File: src/rtl/strap_led_pkg.sv
package strap_led_pkg;
    // Capture machine: sampling straps in reset, driving LEDs afterwards.
    typedef enum logic {
        CAP_SAMPLE = 1'b0,
        CAP_DRIVE  = 1'b1
    } cap_state_e;

    // Activity machine: resting level or blinking.
    typedef enum logic {
        BLK_IDLE  = 1'b0,
        BLK_FLASH = 1'b1
    } blk_state_e;
endpackage

File: src/rtl/strap_capture.sv
module strap_capture
    import strap_led_pkg::*;
#(
    parameter int ADDR_W = 5,
    parameter int CFG_W  = 3
) (
    input  logic              clk,
    input  logic              rst_n,
    input  logic [ADDR_W-1:0] pin_in,
    input  logic [CFG_W-1:0]  cfg_in,
    output logic [ADDR_W-1:0] addr_q,
    output logic [CFG_W-1:0]  cfg_q,
    output logic              drive
);
    cap_state_e st_q, st_d;

    // Next-state logic.
    always_comb begin
        st_d = st_q;
        unique case (st_q)
            CAP_SAMPLE: st_d = CAP_DRIVE;
            CAP_DRIVE:  st_d = CAP_DRIVE;
        endcase
    end

    // State register; reset forces sampling.
    always_ff @(posedge clk) begin
        if (!rst_n) st_q <= CAP_SAMPLE;
        else        st_q <= st_d;
    end

    // Straps follow the pads only while reset is held.
    always_ff @(posedge clk) begin
        if (!rst_n) begin
            addr_q <= pin_in;
            cfg_q  <= cfg_in;
        end
    end

    // Outputs.
    always_comb begin
        drive = (st_q == CAP_DRIVE);
    end

    // address frozen once out of reset
    p_addr_hold_r1: assert property (@(posedge clk) disable iff (!rst_n)
        $past(rst_n) |-> $stable(addr_q));
    // mode straps frozen once out of reset
    p_cfg_hold_r2: assert property (@(posedge clk) disable iff (!rst_n)
        $past(rst_n) |-> $stable(cfg_q));
    // drivers come on one edge after release and stay on
    p_drive_on_r3: assert property (@(posedge clk) disable iff (!rst_n)
        !drive |=> drive);
endmodule

File: src/rtl/act_blinker.sv
module act_blinker
    import strap_led_pkg::*;
#(
    parameter int BLINK_LOG2  = 21,
    parameter int STRETCH_CYC = 8388608
) (
    input  logic clk,
    input  logic rst_n,
    input  logic act,
    input  logic steady,
    output logic led
);
    localparam int CNT_W = $clog2(STRETCH_CYC + 1);
    localparam logic [BLINK_LOG2-1:0] PH_LAST = '1;
    localparam logic [CNT_W-1:0]      RELOAD  = CNT_W'(STRETCH_CYC);

    blk_state_e            st_q, st_d;
    logic [BLINK_LOG2-1:0] ph_q, ph_d;
    logic [CNT_W-1:0]      hold_q, hold_d;
    logic                  inv_q, inv_d;
    logic                  ph_end;

    always_comb ph_end = (ph_q == PH_LAST);

    // Next-state logic.
    always_comb begin
        st_d   = st_q;
        ph_d   = ph_q;
        hold_d = hold_q;
        inv_d  = inv_q;
        unique case (st_q)
            BLK_IDLE: begin
                if (act) begin
                    st_d   = BLK_FLASH;
                    ph_d   = '0;
                    inv_d  = 1'b1;
                    hold_d = RELOAD;
                end
            end
            BLK_FLASH: begin
                ph_d = ph_q + 1'b1;
                if (act)                 hold_d = RELOAD;
                else if (hold_q != '0)   hold_d = hold_q - 1'b1;
                if (ph_end) begin
                    if (!act && hold_q == '0) begin
                        st_d  = BLK_IDLE;
                        inv_d = 1'b0;
                        ph_d  = '0;
                    end else begin
                        inv_d = ~inv_q;
                    end
                end
            end
        endcase
    end

    // State register.
    always_ff @(posedge clk) begin
        if (!rst_n) begin
            st_q   <= BLK_IDLE;
            ph_q   <= '0;
            hold_q <= '0;
            inv_q  <= 1'b0;
        end else begin
            st_q   <= st_d;
            ph_q   <= ph_d;
            hold_q <= hold_d;
            inv_q  <= inv_d;
        end
    end

    // Outputs.
    always_comb begin
        led = steady ^ ((st_q == BLK_FLASH) && inv_q);
    end

    // any activity leaves the machine blinking
    p_enter_flash_r7: assert property (@(posedge clk) disable iff (!rst_n)
        act |=> (st_q == BLK_FLASH));
    // blinking only ends on a phase boundary
    p_exit_boundary_r9: assert property (@(posedge clk) disable iff (!rst_n)
        (st_q == BLK_FLASH && !ph_end) |=> (st_q == BLK_FLASH));
    // idle carries no partial phase
    p_idle_clean_r9: assert property (@(posedge clk) disable iff (!rst_n)
        (st_q == BLK_IDLE) |-> (ph_q == '0 && !inv_q));
    // stretch count never exceeds its reload
    p_hold_bound_r9: assert property (@(posedge clk) disable iff (!rst_n)
        hold_q <= RELOAD);
    // activity at a boundary toggles the level
    p_retrig_edge_r10: assert property (@(posedge clk) disable iff (!rst_n)
        (st_q == BLK_FLASH && ph_end && act) |=> (inv_q != $past(inv_q)));
endmodule

File: src/rtl/strap_led_ctrl.sv
module strap_led_ctrl
    import strap_led_pkg::*;
#(
    parameter int ADDR_W      = 5,
    parameter int BLINK_LOG2  = 21,
    parameter int STRETCH_CYC = 8388608
) (
    input  logic              clk,
    input  logic              rst_n,
    input  logic              link_up,
    input  logic              full_dup,
    input  logic              spd_10,
    input  logic              tx_act,
    input  logic              rx_act,
    input  logic              led_mode,
    input  logic [ADDR_W-1:0] pin_in,
    input  logic              strap_speed,
    input  logic              strap_duplex,
    input  logic              strap_aneg,
    output logic [ADDR_W-1:0] phy_addr,
    output logic              cfg_speed100,
    output logic              cfg_full_duplex,
    output logic              cfg_autoneg,
    output logic [ADDR_W-1:0] pin_out,
    output logic [ADDR_W-1:0] pin_oe
);
    localparam int LED_NUM = 3;
    localparam int CFG_W   = 3;

    logic [LED_NUM-1:0] led_lit;
    logic [CFG_W-1:0]   cfg_q;
    logic               drive;
    logic               led2_rest;
    logic               led2;

    strap_capture #(.ADDR_W(ADDR_W), .CFG_W(CFG_W)) u_cap (
        .clk    (clk),
        .rst_n  (rst_n),
        .pin_in (pin_in),
        .cfg_in ({strap_aneg, strap_duplex, strap_speed}),
        .addr_q (phy_addr),
        .cfg_q  (cfg_q),
        .drive  (drive)
    );

    assign cfg_speed100    = cfg_q[0];
    assign cfg_full_duplex = cfg_q[1];
    assign cfg_autoneg     = cfg_q[2];

    always_comb led2_rest = led_mode & link_up & spd_10;

    act_blinker #(.BLINK_LOG2(BLINK_LOG2), .STRETCH_CYC(STRETCH_CYC)) u_blink (
        .clk    (clk),
        .rst_n  (rst_n),
        .act    (tx_act | rx_act),
        .steady (led2_rest),
        .led    (led2)
    );

    assign led_lit = {led2, full_dup, link_up};

    for (genvar k = 0; k < ADDR_W; k++) begin : g_pad
        if (k < LED_NUM) begin : g_led
            assign pin_out[k] = led_lit[k] ^ phy_addr[k];
            assign pin_oe[k]  = drive;
        end else begin : g_addr_only
            assign pin_out[k] = 1'b0;
            assign pin_oe[k]  = 1'b0;
        end
    end

    // link pad shows link state at the polarity its strap chose
    p_link_pad_r5: assert property (@(posedge clk) disable iff (!rst_n)
        pin_oe[0] |-> ((pin_out[0] ^ phy_addr[0]) == link_up));
endmodule

File: config.mk
export PLATFORM = sky130hd
export DESIGN_NAME = strap_led_ctrl
export DESIGN_NICKNAME = d
export VERILOG_FILES = /design/src/rtl/strap_led_pkg.sv /design/src/rtl/strap_capture.sv /design/src/rtl/act_blinker.sv /design/src/rtl/strap_led_ctrl.sv
export SDC_FILE = /design/constraint.sdc
export NUM_CORES = 1
export LEC_CHECK = 0
export BUFFER_PORTS_ARGS = -buffer_cell sky130_fd_sc_hd__buf_2
export CORE_MARGIN = 2
export CORE_UTILIZATION = 50
export DETAILED_ROUTE_END_ITERATION = 12
export GPL_TIMING_DRIVEN = 1
export PLACE_DENSITY = 0.7
export SLEW_MARGIN = 40
export SYNTH_ARGS = -nofsm -noshare
export SYNTH_HDL_FRONTEND = slang
export SYNTH_HIERARCHICAL = 1
export SYNTH_SLANG_ARGS = --single-unit
File: constraint.sdc
create_clock -name clk -period 3.34 [get_ports clk]
set_input_delay 0.334 -clock clk [delete_from_list [all_inputs] [get_ports clk]]
set_output_delay 0.334 -clock clk [all_outputs]
set_load 0.01 [all_outputs]
# Yosys cells after proc, flatten, opt, wreduce, memory -nomap -nowiden
# Index checks and enable logic that the tools add are counted.
# totals
regBits,56
in_bits,16
output_inout_bits,18
word_cells,46
# classes
addsub,2
n_eq_ne,4
mux,17
n_bitwise,9
reduce_logical,7
# ops
cell,n
2-to-1 mux 24 bit,3
2-to-1 mux 21 bit,3
case mux 24 bit (2 select lines),1
case mux 21 bit (2 select lines),1
logical NOT 24 bit,1
nonzero test 24 bit,1
"subtractor 24 x 1 -> 24 bit, second input constant",1
"adder 21 x 1 -> 21 bit, second input constant",1
"equality test 21 bit, second input constant",1
2-to-1 mux 1 bit,7
case mux 1 bit (2 select lines),2
AND reduction 2 bit,2
XOR 1 bit,4
"!= test 3 x 2 -> 1 bit, second input constant",1
AND 1 bit,2
logical AND 1 bit,2
"!= test 2 x 1 -> 1 bit, second input constant",1
"!= test 2 bit, second input constant",1
NOT 1 bit,2
logical NOT 1 bit,1
bitwise OR 1 bit,1

# Logic depth before layout (Yosys ltp)
# Gate-level depths: netlist of run 1.
# logic_depth
word_depth,6
depth_mapped,8
ltp_nobuf,7

# Hierarchy
# Netlist of run 1, hierarchy kept.
# by_module_without_submodules
mod,n_inst,cells_per_inst,area_per_inst_um2,seq_area_each_um2
act_blinker,1,286,2366.0,940.9
strap_capture,1,10,264.0,260.2
strap_led_ctrl,1,13,96.3,0.0

# Worst setup path before layout of run 1
# OpenSTA, ideal clock, no wires.
# synth_path
kind,reg2reg
startpoint,register u_blink.hold_q[10]
endpoint,register u_blink.hold_q[20]
setup_time_ns,0.114
arrival_ns,2.439
required_ns,3.226
setup_slack_ns,0.787
stages_incl_launch_ff,8
n_path_buf,2
synth_period_minus_slack_ns,2.553
path_cell_list,dfxtp_1 > or4_1 > clkbuf_2 > or4_1 > buf_2 > or4b_1 > a22o_1 > a21o_1
# synth_via
elab_chain_len,4
word_cells_on_any_way,7
classes_between,add/sub (1); eq/ne (1); mux (3); reduce/logical (2)
# synth_lines
element,line_no,text
from (decl),act_blinker.sv:19,"logic [CNT_W-1:0] hold_q, hold_d;"
from (signal assigned),act_blinker.sv:67,hold_q <= hold_d;
subtractor 24 x 1 -> 24 bit,act_blinker.sv:43,else if (hold_q != '0) hold_d = hold_q - 1'b1;
2-to-1 mux 24 bit,act_blinker.sv:43,
2-to-1 mux 24 bit,act_blinker.sv:42,if (act) hold_d = RELOAD;
case mux 24 bit (2 select lines),act_blinker.sv:31,unique case (st_q)
# Several ways; a longest one is shown, not always the timed one. The select of a mux whose other input is x is not followed.
# A chain may end at the register's enable or synchronous reset.

# Worst setup path after layout of run 1
# layout_path
startpoint,register u_blink.hold_q[10]
endpoint,register u_blink.hold_q[21]
# Same word-level chain as after synthesis.

==> impl.org, run 1 <==
** Setup path
- Worst setup SP type :: flip-flop
- The number of cells on the worst reg-to-reg path is 5.
- Reg2Reg Setup Slack :: 490 ps
- Worst endpoint required time :: 3570 ps
- Critical path start-end classification :: reg2reg
- STA classifies the critical path endpoint as a flip-flop.
- The worst register-to-register path begins at u_blink/hold_q[10].
- Data arrival, critical path :: 3070 ps
- The endpoint identified for the worst register-to-register timing path is u_blink/hold_q[21].
- Along the worst path, the maximum fanout reaches 17.

** Floorplan
- The die is 77.84 µm wide.
- After floorplanning, the core was divided into 26 placement rows.
- 34 I/O pins were placed.
- Die Ht :: 77.84 µm
- For this configuration, the core starts out at a cell density of 52.71%.
- Area of the die :: 6059 µm²
- Placeable core region :: 5172 µm²

** Drt
- Dividing the detail-routed via count by the number of cells gives 5.595.
- Starting DRT DRC Count :: 113
- First-pass iteration count of the detailed router :: 4
- Final Routed Wirelength :: 5.398 mm
- After detailed routing, the average wire length per cell comes to 13.26 µm.
- Number of nets still failing antenna checks after routing :: 0
- Residual DRC count :: 0
- Summing over every cut layer, the via total after detailed routing is 2277.

** Placed design
- Detail Placement HPWL :: 3.820 mm
- Input and output buffers added on the ports amount to 29.
- Final weighted congestion in routability-driven placement :: 0.8133
- Count of placed standard cells including taps :: 399

** Clocking
- The root buffer cell chosen for the clock tree is sky130_fd_sc_hd__clkbuf_8.
- For this design, the CTS-stage hold fixing added 0 buffers.
- For the worst-skew pair, the clock arrives at the later sink with an insertion delay of 300 ps.
- Total of cells resized after clock tree synthesis :: 0
- Num CTS Buffers :: 5
- Post-CTS timing repair inserted 0 buffers for setup.
- CTS saw 56 sinks.
- The longest clock path from root to sink contains 2 buffers.
- In this run the number of H-tree levels came out at 2.
- Clock transition time at the flip-flop clock pins of the worst setup and hold paths :: 100 ps
- CTS tree :: yes

** Worst hold path
- Class of the worst hold path :: in2reg
- The worst hold path terminates at u_cap/addr_q[0].
- Startpoint of the tightest hold check path :: pin_in[0]
- Along the worst hold path, the cell count comes to 1.

** Global routing
- Via count of the first global-routing pass :: 1903
- Pin count of the biggest net entering global routing :: 18
- In the global route stage, overall resource usage came out at 17.88%.
- Number of antenna violations at the first check in global routing :: 0
- Total congestion overflow after global routing :: 0
- First-pass GRT wire length :: 8.797 mm

** Cells and area
- Most frequent standard cell in the layout excluding fill and tap cells :: sky130_fd_sc_hd__dfxtp_1
- Inserted Diodes :: 0
- Layout-stage area growth over the synthesis result :: 11.01%
- For this run, the number of standard cells in the final layout without fillers is 407.
- Number of nets in the final layout :: 355
- Leaving out fill and tap cells, the most frequent cells in the layout are 48 x sky130_fd_sc_hd__dfxtp_1, 38 x sky130_fd_sc_hd__nor2_1, 29 x sky130_fd_sc_hd__buf_2, 19 x sky130_fd_sc_hd__xor2_1, 17 x sky130_fd_sc_hd__nand3_1.
- Of the cells placed in the final design, the portion with a size suffix greater than 1 is 15.73%.

** Logic synthesis
- By area the synthesized netlist is led by sky130_fd_sc_hd__dfxtp_1 35%, sky130_fd_sc_hd__edfxtp_1 8.8%, sky130_fd_sc_hd__xor2_1 6.1%, sky130_fd_sc_hd__nor2_1 5.2%, sky130_fd_sc_hd__nand3_1 3.1%.
- Yosys top cell by area :: sky130_fd_sc_hd__dfxtp_1
- The average instance in the mapped netlist occupies 8.823 µm².
- The synthesized design contains 8 enable-type register cells.
- After synthesis, the netlist uses 53 different library cells.
- In the synthesized netlist the dominant register cell turns out to be sky130_fd_sc_hd__dfxtp_1.
- The cell count after synthesis came out at 309.
- Combined area of all synthesized cells :: 2726 µm²
- Counting flops with an async set or reset pin after synthesis yields a share of 0%.
- After synthesis, flip-flops and latches occupy 44.06% of the total area.
- Of the post-synthesis cell area, the dominant cell type holds 35.25%.
- Synth Register Bits :: 56
- Count of synthesis-stage warnings from yosys :: 6

** STA
- The worst path uses 85.26% of the clock period.
- Setup violations remaining at the end of the flow were counted as 0.
- The worst path in the final design needs a cycle of 2848 ps, including I/O delays and setup.
- Pin slew with the least headroom to its limit :: 684.3 ps
- Setup total negative slack on the finished layout was measured at 0 ps.
- In this run the tightest slew margin relative to its limit is 54.27%.
- The clock arrives with 6.624 ps of skew.
- Worst hold margin :: 205.4 ps
- Endpoints failing hold :: 0
- The number of pins with negative max-slew slack in the final report came to 0.
- Max Freq :: 0.3511 GHz
- Setup repair after global routing left no endpoint under its margin.

** Status
- Result of the run :: finished, final reports clean

** Run
- Across the run, the number of max-cap violations was 0.

** Power and ir drop
- Dividing total power by cell area gives a power density of 482.9 nW/µm².
- Largest vdd supply drop :: 317.4 µV
- Leak Pwr :: 1.191 nW
[through the flow]
stage	cell area, µm²	setup slack (ps)	util [%]	power (W)
final	3027	492.2	58.51	0.001461
after global routing	3027	384.4	58.51	0.001534
after CTS	3027	505.7	58.51	0.001470
after detailed placement	2915	533.2	56.36	0.001035
after global placement	2914	561.4	56.34	0.001035
after floorplan	2738	787.4	-	0.0009664
[cells in the mapped netlist, types with 8 or more instances]
master                     count
sky130_fd_sc_hd__xor2_1       19
sky130_fd_sc_hd__a21oi_1      12
sky130_fd_sc_hd__o21ai_0      11
sky130_fd_sc_hd__or4_1         8
sky130_fd_sc_hd__edfxtp_1      8
sky130_fd_sc_hd__nand2_1      15
sky130_fd_sc_hd__nand4_1       9
sky130_fd_sc_hd__nor2_1       38
sky130_fd_sc_hd__xnor2_1       8
sky130_fd_sc_hd__nor4_1       10
sky130_fd_sc_hd__nor3_1       12
sky130_fd_sc_hd__inv_1         8
sky130_fd_sc_hd__nand3_1      17
sky130_fd_sc_hd__dfxtp_1      48
[logic make-up after synthesis]
logic type      after synthesis  synth area share, %
simple gates                138                26.94
other cells                   1               0.1375
xor+xnor                     27                8.674
flops                        56                44.06
buf+inv                      27                4.819
compound gates               56                13.63
fa+ha+maj                     3                1.377
mux                           1               0.3672
[layout make-up]
type | instances | area, µm²
inverter | 10 | 37.54
clock inverter | 3 | 42.54
tap | 70 | 87.58
multi-input combinational | 229 | 1406
timing repair buffer | 34 | 182.7
fill | 480 | 2146
clock buffer | 5 | 68.82
sequential | 56 | 1201
[state kept, by name (all words and copies together) (netlist names)]
signal and cells:
u_blink/hold_q 24, u_blink/ph_q 21, u_cap/addr_q 5, u_cap/cfg_q 3
u_blink/inv_q 1, u_blink/st_q 1, u_cap/drive 1
[power breakdown]
part | internal [W] | switching, W
clock network | 0.000222 | 0.000215
registers | 0.000710 | 0.0000205
logic | 0.000117 | 0.000176
[worst max-delay path by stage]
stage	start	endpoint	slack (ps)	cells after the start
6_report	u_blink/hold_q[10]	u_blink/hold_q[21]	490	5
5_1_grt	u_blink/hold_q[10]	u_blink/hold_q[20]	380	5
4_1_cts	u_blink/hold_q[10]	u_blink/hold_q[20]	510	5
3_5_place_dp	u_blink/hold_q[10]	u_blink/hold_q[20]	530	5
3_3_place_gp	u_blink/hold_q[10]	u_blink/hold_q[3]	560	5
2_1_floorplan	u_blink/hold_q[10]	u_blink/hold_q[20]	790	7
[routing by layer]
metal	GRT usage, %	share of wire (%)	vias to the layer above
li1	-	-	1176
met1	25.97	52	1036
met2	27.07	41	61
met3	3.837	5.4	4
met4	4.286	0.76	0
met5	0	0	-
[worst max-delay path, cell delays in order, from the launching register on]
cell	delay [ps]
sky130_fd_sc_hd__dfxtp_1	360
sky130_fd_sc_hd__or4_1	640
sky130_fd_sc_hd__or4_1	800
sky130_fd_sc_hd__or3_1	470
sky130_fd_sc_hd__or4_1	410
sky130_fd_sc_hd__o21ai_0	90
(Power assumes the default switching activity.)
==> run 2: changes to the inputs <==
==> constraint.sdc (replaced) <==
create_clock -name clk -period 3.34 [get_ports clk]
set_input_delay 0 -clock clk [delete_from_list [all_inputs] [get_ports clk]]
set_output_delay 0 -clock clk [all_outputs]
set_load 0.01 [all_outputs]
==> run 2 against run 1 <==
Combinational power increased by 2%. Maximum frequency decreased by 0.14%. Non-clock buffer count increased by 7. Worst setup slack got worse by 4.1 ps. Die area unchanged. Final area increased by 3.0%. Clock skew about the same. Total power increased by 2.6%. Clock power increased by 7.3%. Sequential cell count unchanged. Critical path type unchanged.
==> impl.org, run 2 (synthesized netlist as in run 1, its figures left out) <==
** Drt
- Number of nets still failing antenna checks after routing :: 0
- Summed over all layers, the routed wires come to 5.711 mm.
- Residual DRC count :: 0
- Number of vias after detailed routing :: 2336
- The detailed router finished its first iteration with 158 violations.
- After detailed routing, the average wire length per cell comes to 13.79 µm.
- Vias per cell :: 5.643
- The first detailed-routing pass ran for 4 iterations.

** Floorplan
- Area of the die :: 6059 µm²
- DIE WIDTH :: 77.84 µm
- After floorplanning, the core was sized to cover 5172 µm².
- For this configuration, the core starts out at a cell density of 52.71%.
- In this run the vertical extent of the chip is 77.84 µm.
- The initialized floorplan defines 26 standard-cell rows.
- Number of ports placed on the die boundary :: 34

** Clocking
- Clock tree synthesis selected as its root buffer the cell sky130_fd_sc_hd__clkbuf_8.
- The clock drives 56 sinks.
- Num CTS Buffers :: 5
- At the later pin of the worst-skew pair, clock insertion delay measures 300 ps.
- Total of cells resized after clock tree synthesis :: 0
- TritonCTS built the clock tree.
- In this run the number of H-tree levels came out at 2.
- Number of buffers on the longest clock path :: 2
- After clock tree synthesis, the clock-pin slew on the worst setup and hold paths is 90 ps.
- In this run the post-CTS setup repair buffer count came out at 0.

** Placed design
- Detailed placement finished with a half-perimeter wire length of 3.784 mm.
- Port-buffer cells :: 29
- At the end of routability-driven placement, the weighted congestion stood at 0.8175.
- Cell area after placement :: 2900 µm²
- At the placement stage, the worst setup path has a slack of 536.2 ps.

** Global routing
- The via count of the first global-routing pass came to 2037.
- The first global-routing pass estimated 9.459 mm of wire.
- Global routing usage on met2 :: 29.22%
- Global routing consumed, on the met3 layer, 3.721% of the routing resources.
- Met1 Usage GRT :: 27.84%
- The number of antenna violations at the first check in global routing came to 0.
- In the global route stage, overall resource usage came out at 19.15%.
- Grt peak-use layer :: met2
- Global routing finished with a remaining overflow of 0.
- Entering global routing, the biggest net connects 18 pins.

** Setup path
- Data arrival, critical path :: 3020 ps
- Along the worst path, the maximum fanout reaches 17.
- Worst setup SP type :: flip-flop
- Walking the worst path, the cells encountered are or4_1 -> or4_1 -> o21ai_1 -> or2_2 -> a21oi_1.
- Crit path largest cell delay :: 800 ps
- By startpoint and endpoint, the worst setup path is classified as reg2reg.
- R2r worst-path depth :: 5
- The slowest stage of the critical path is the sky130_fd_sc_hd__or4_1 cell.
- For the worst setup path, the data required time is 3510 ps.
- Cell mode on critical path :: sky130_fd_sc_hd__or4_1
- Endpoint kind of the worst setup timing path :: flip-flop

** Cells and area
- Registers take 1201 µm².
- After the last flow step, the layout net total stands at 362.
- Once layout is complete, the utilization of the core stands at 60.26%.
- From synthesis to final layout, the design area changed by 14.32%.
- Flip-flop count of the largest register after layout :: 24
- Summing all multi-input logic gate instances after layout gives 1406 µm².
- In the final layout, the registers with the most flip-flops are u_blink/hold_q x24, u_blink/ph_q x21, u_cap/addr_q x5.
- In the layout the commonest cells are 48 x sky130_fd_sc_hd__dfxtp_1, 38 x sky130_fd_sc_hd__nor2_1, 29 x sky130_fd_sc_hd__buf_2, 19 x sky130_fd_sc_hd__xor2_1, 17 x sky130_fd_sc_hd__nand3_1.
- Most frequent standard cell in the layout excluding fill and tap cells :: sky130_fd_sc_hd__dfxtp_1
- The number of antenna diodes in the final layout is 0.
- Summing all non-filler instances in the final layout gives an area of 3117 µm².
- Layout filler cell count :: 467
- More flip-flops sit in one register than any other, and that register is u_blink/hold_q.
- Cells with a size suffix above 1 make up 14.83% of the layout.

** STA
- Pin slew with the least headroom to its limit :: 700.7 ps
- Setup violations remaining at the end of the flow were counted as 0.
- TNS Setup :: 0 ps
- Based on the critical path, the design can be clocked at up to 0.3506 GHz.
- Final worst path period need :: 2852 ps
- Post-route fraction of the period consumed by the critical path :: 85.39%
- Headroom to the max-slew limit came out at 53.17%.
- Post-Route Skew :: 6.260 ps
- Endpoints failing hold :: 0
- Max-slew violation count :: 0
- Setup repair after global routing left no endpoint under its margin.
- Final worst slack :: 488.1 ps

** Worst hold path
- The path class of the tightest hold or removal check is in2reg.
- Counting instances, the worst hold path has a depth of 3.

** Run
- Max-cap violations in this run came to 0.

** Power and ir drop
- Total power for the finished layout comes to 0.001500 W.
- The worst-case IR drop observed on VDD is 253.7 µV.
- Leak Pwr :: 1.229 nW
- Pwr per Cell Area :: 481.2 nW/µm²

** Status
- Result of the run :: finished, final reports clean
[run 2: power breakdown]
group	leakage (nW)	internal (W)	switching [W]
Clock	0.0645	0.000265	0.000204
Combinational	0.697	0.000122	0.000178
Sequential	0.468	0.000710	0.0000212
[run 2: timing repair]
action,CTS,global route
hold buffers,9,0
setup endpoints to repair,0,0
endpoints found under the hold margin,9,0
[run 2: worst max-delay path: cells and delay by family (launching register included)]
family / cells / cell delay, ps
DFF: 1 / 360
AOI/OAI and AO/OA: 2 / 690
and+or+nand+nor: 3 / 1670
[run 2: stage by stage]
stage	hold slack, ps	cells
after floorplan	27.72	312
after global placement	176.6	397
after detailed placement	178.7	397
after CTS	153.0	414
after global routing	207.5	414
final	156.4	414
[run 2: worst paths after layout]
path,start,to,slack [ps]
hold / removal,rx_act,u_blink/hold_q[18],160
setup reg to reg,u_blink/hold_q[10],u_blink/hold_q[3],490
setup / recovery,u_blink/hold_q[10],u_blink/hold_q[3],490
hold reg to reg,u_blink/ph_q[18],u_blink/ph_q[18],480
[run 2: final cells by class]
cell class / instances / share of cell area, %
Multi-Input combinational cell: 229 / 45.12
Sequential cell: 56 / 38.54
Timing Repair Buffer: 41 / 8.270
Clock buffer: 7 / 3.091
Tap cell: 70 / 2.810
Inverter: 10 / 1.204
Clock inverter: 1 / 0.9635
[run 2: per-layer routing]
metal	wire length, µm	vias up	share of wire [%]
li1	-	1191	-
met1	2781	1072	49
met2	2579	71	45
met3	323	2	5.7
met4	27	0	0.47
met5	0	-	0
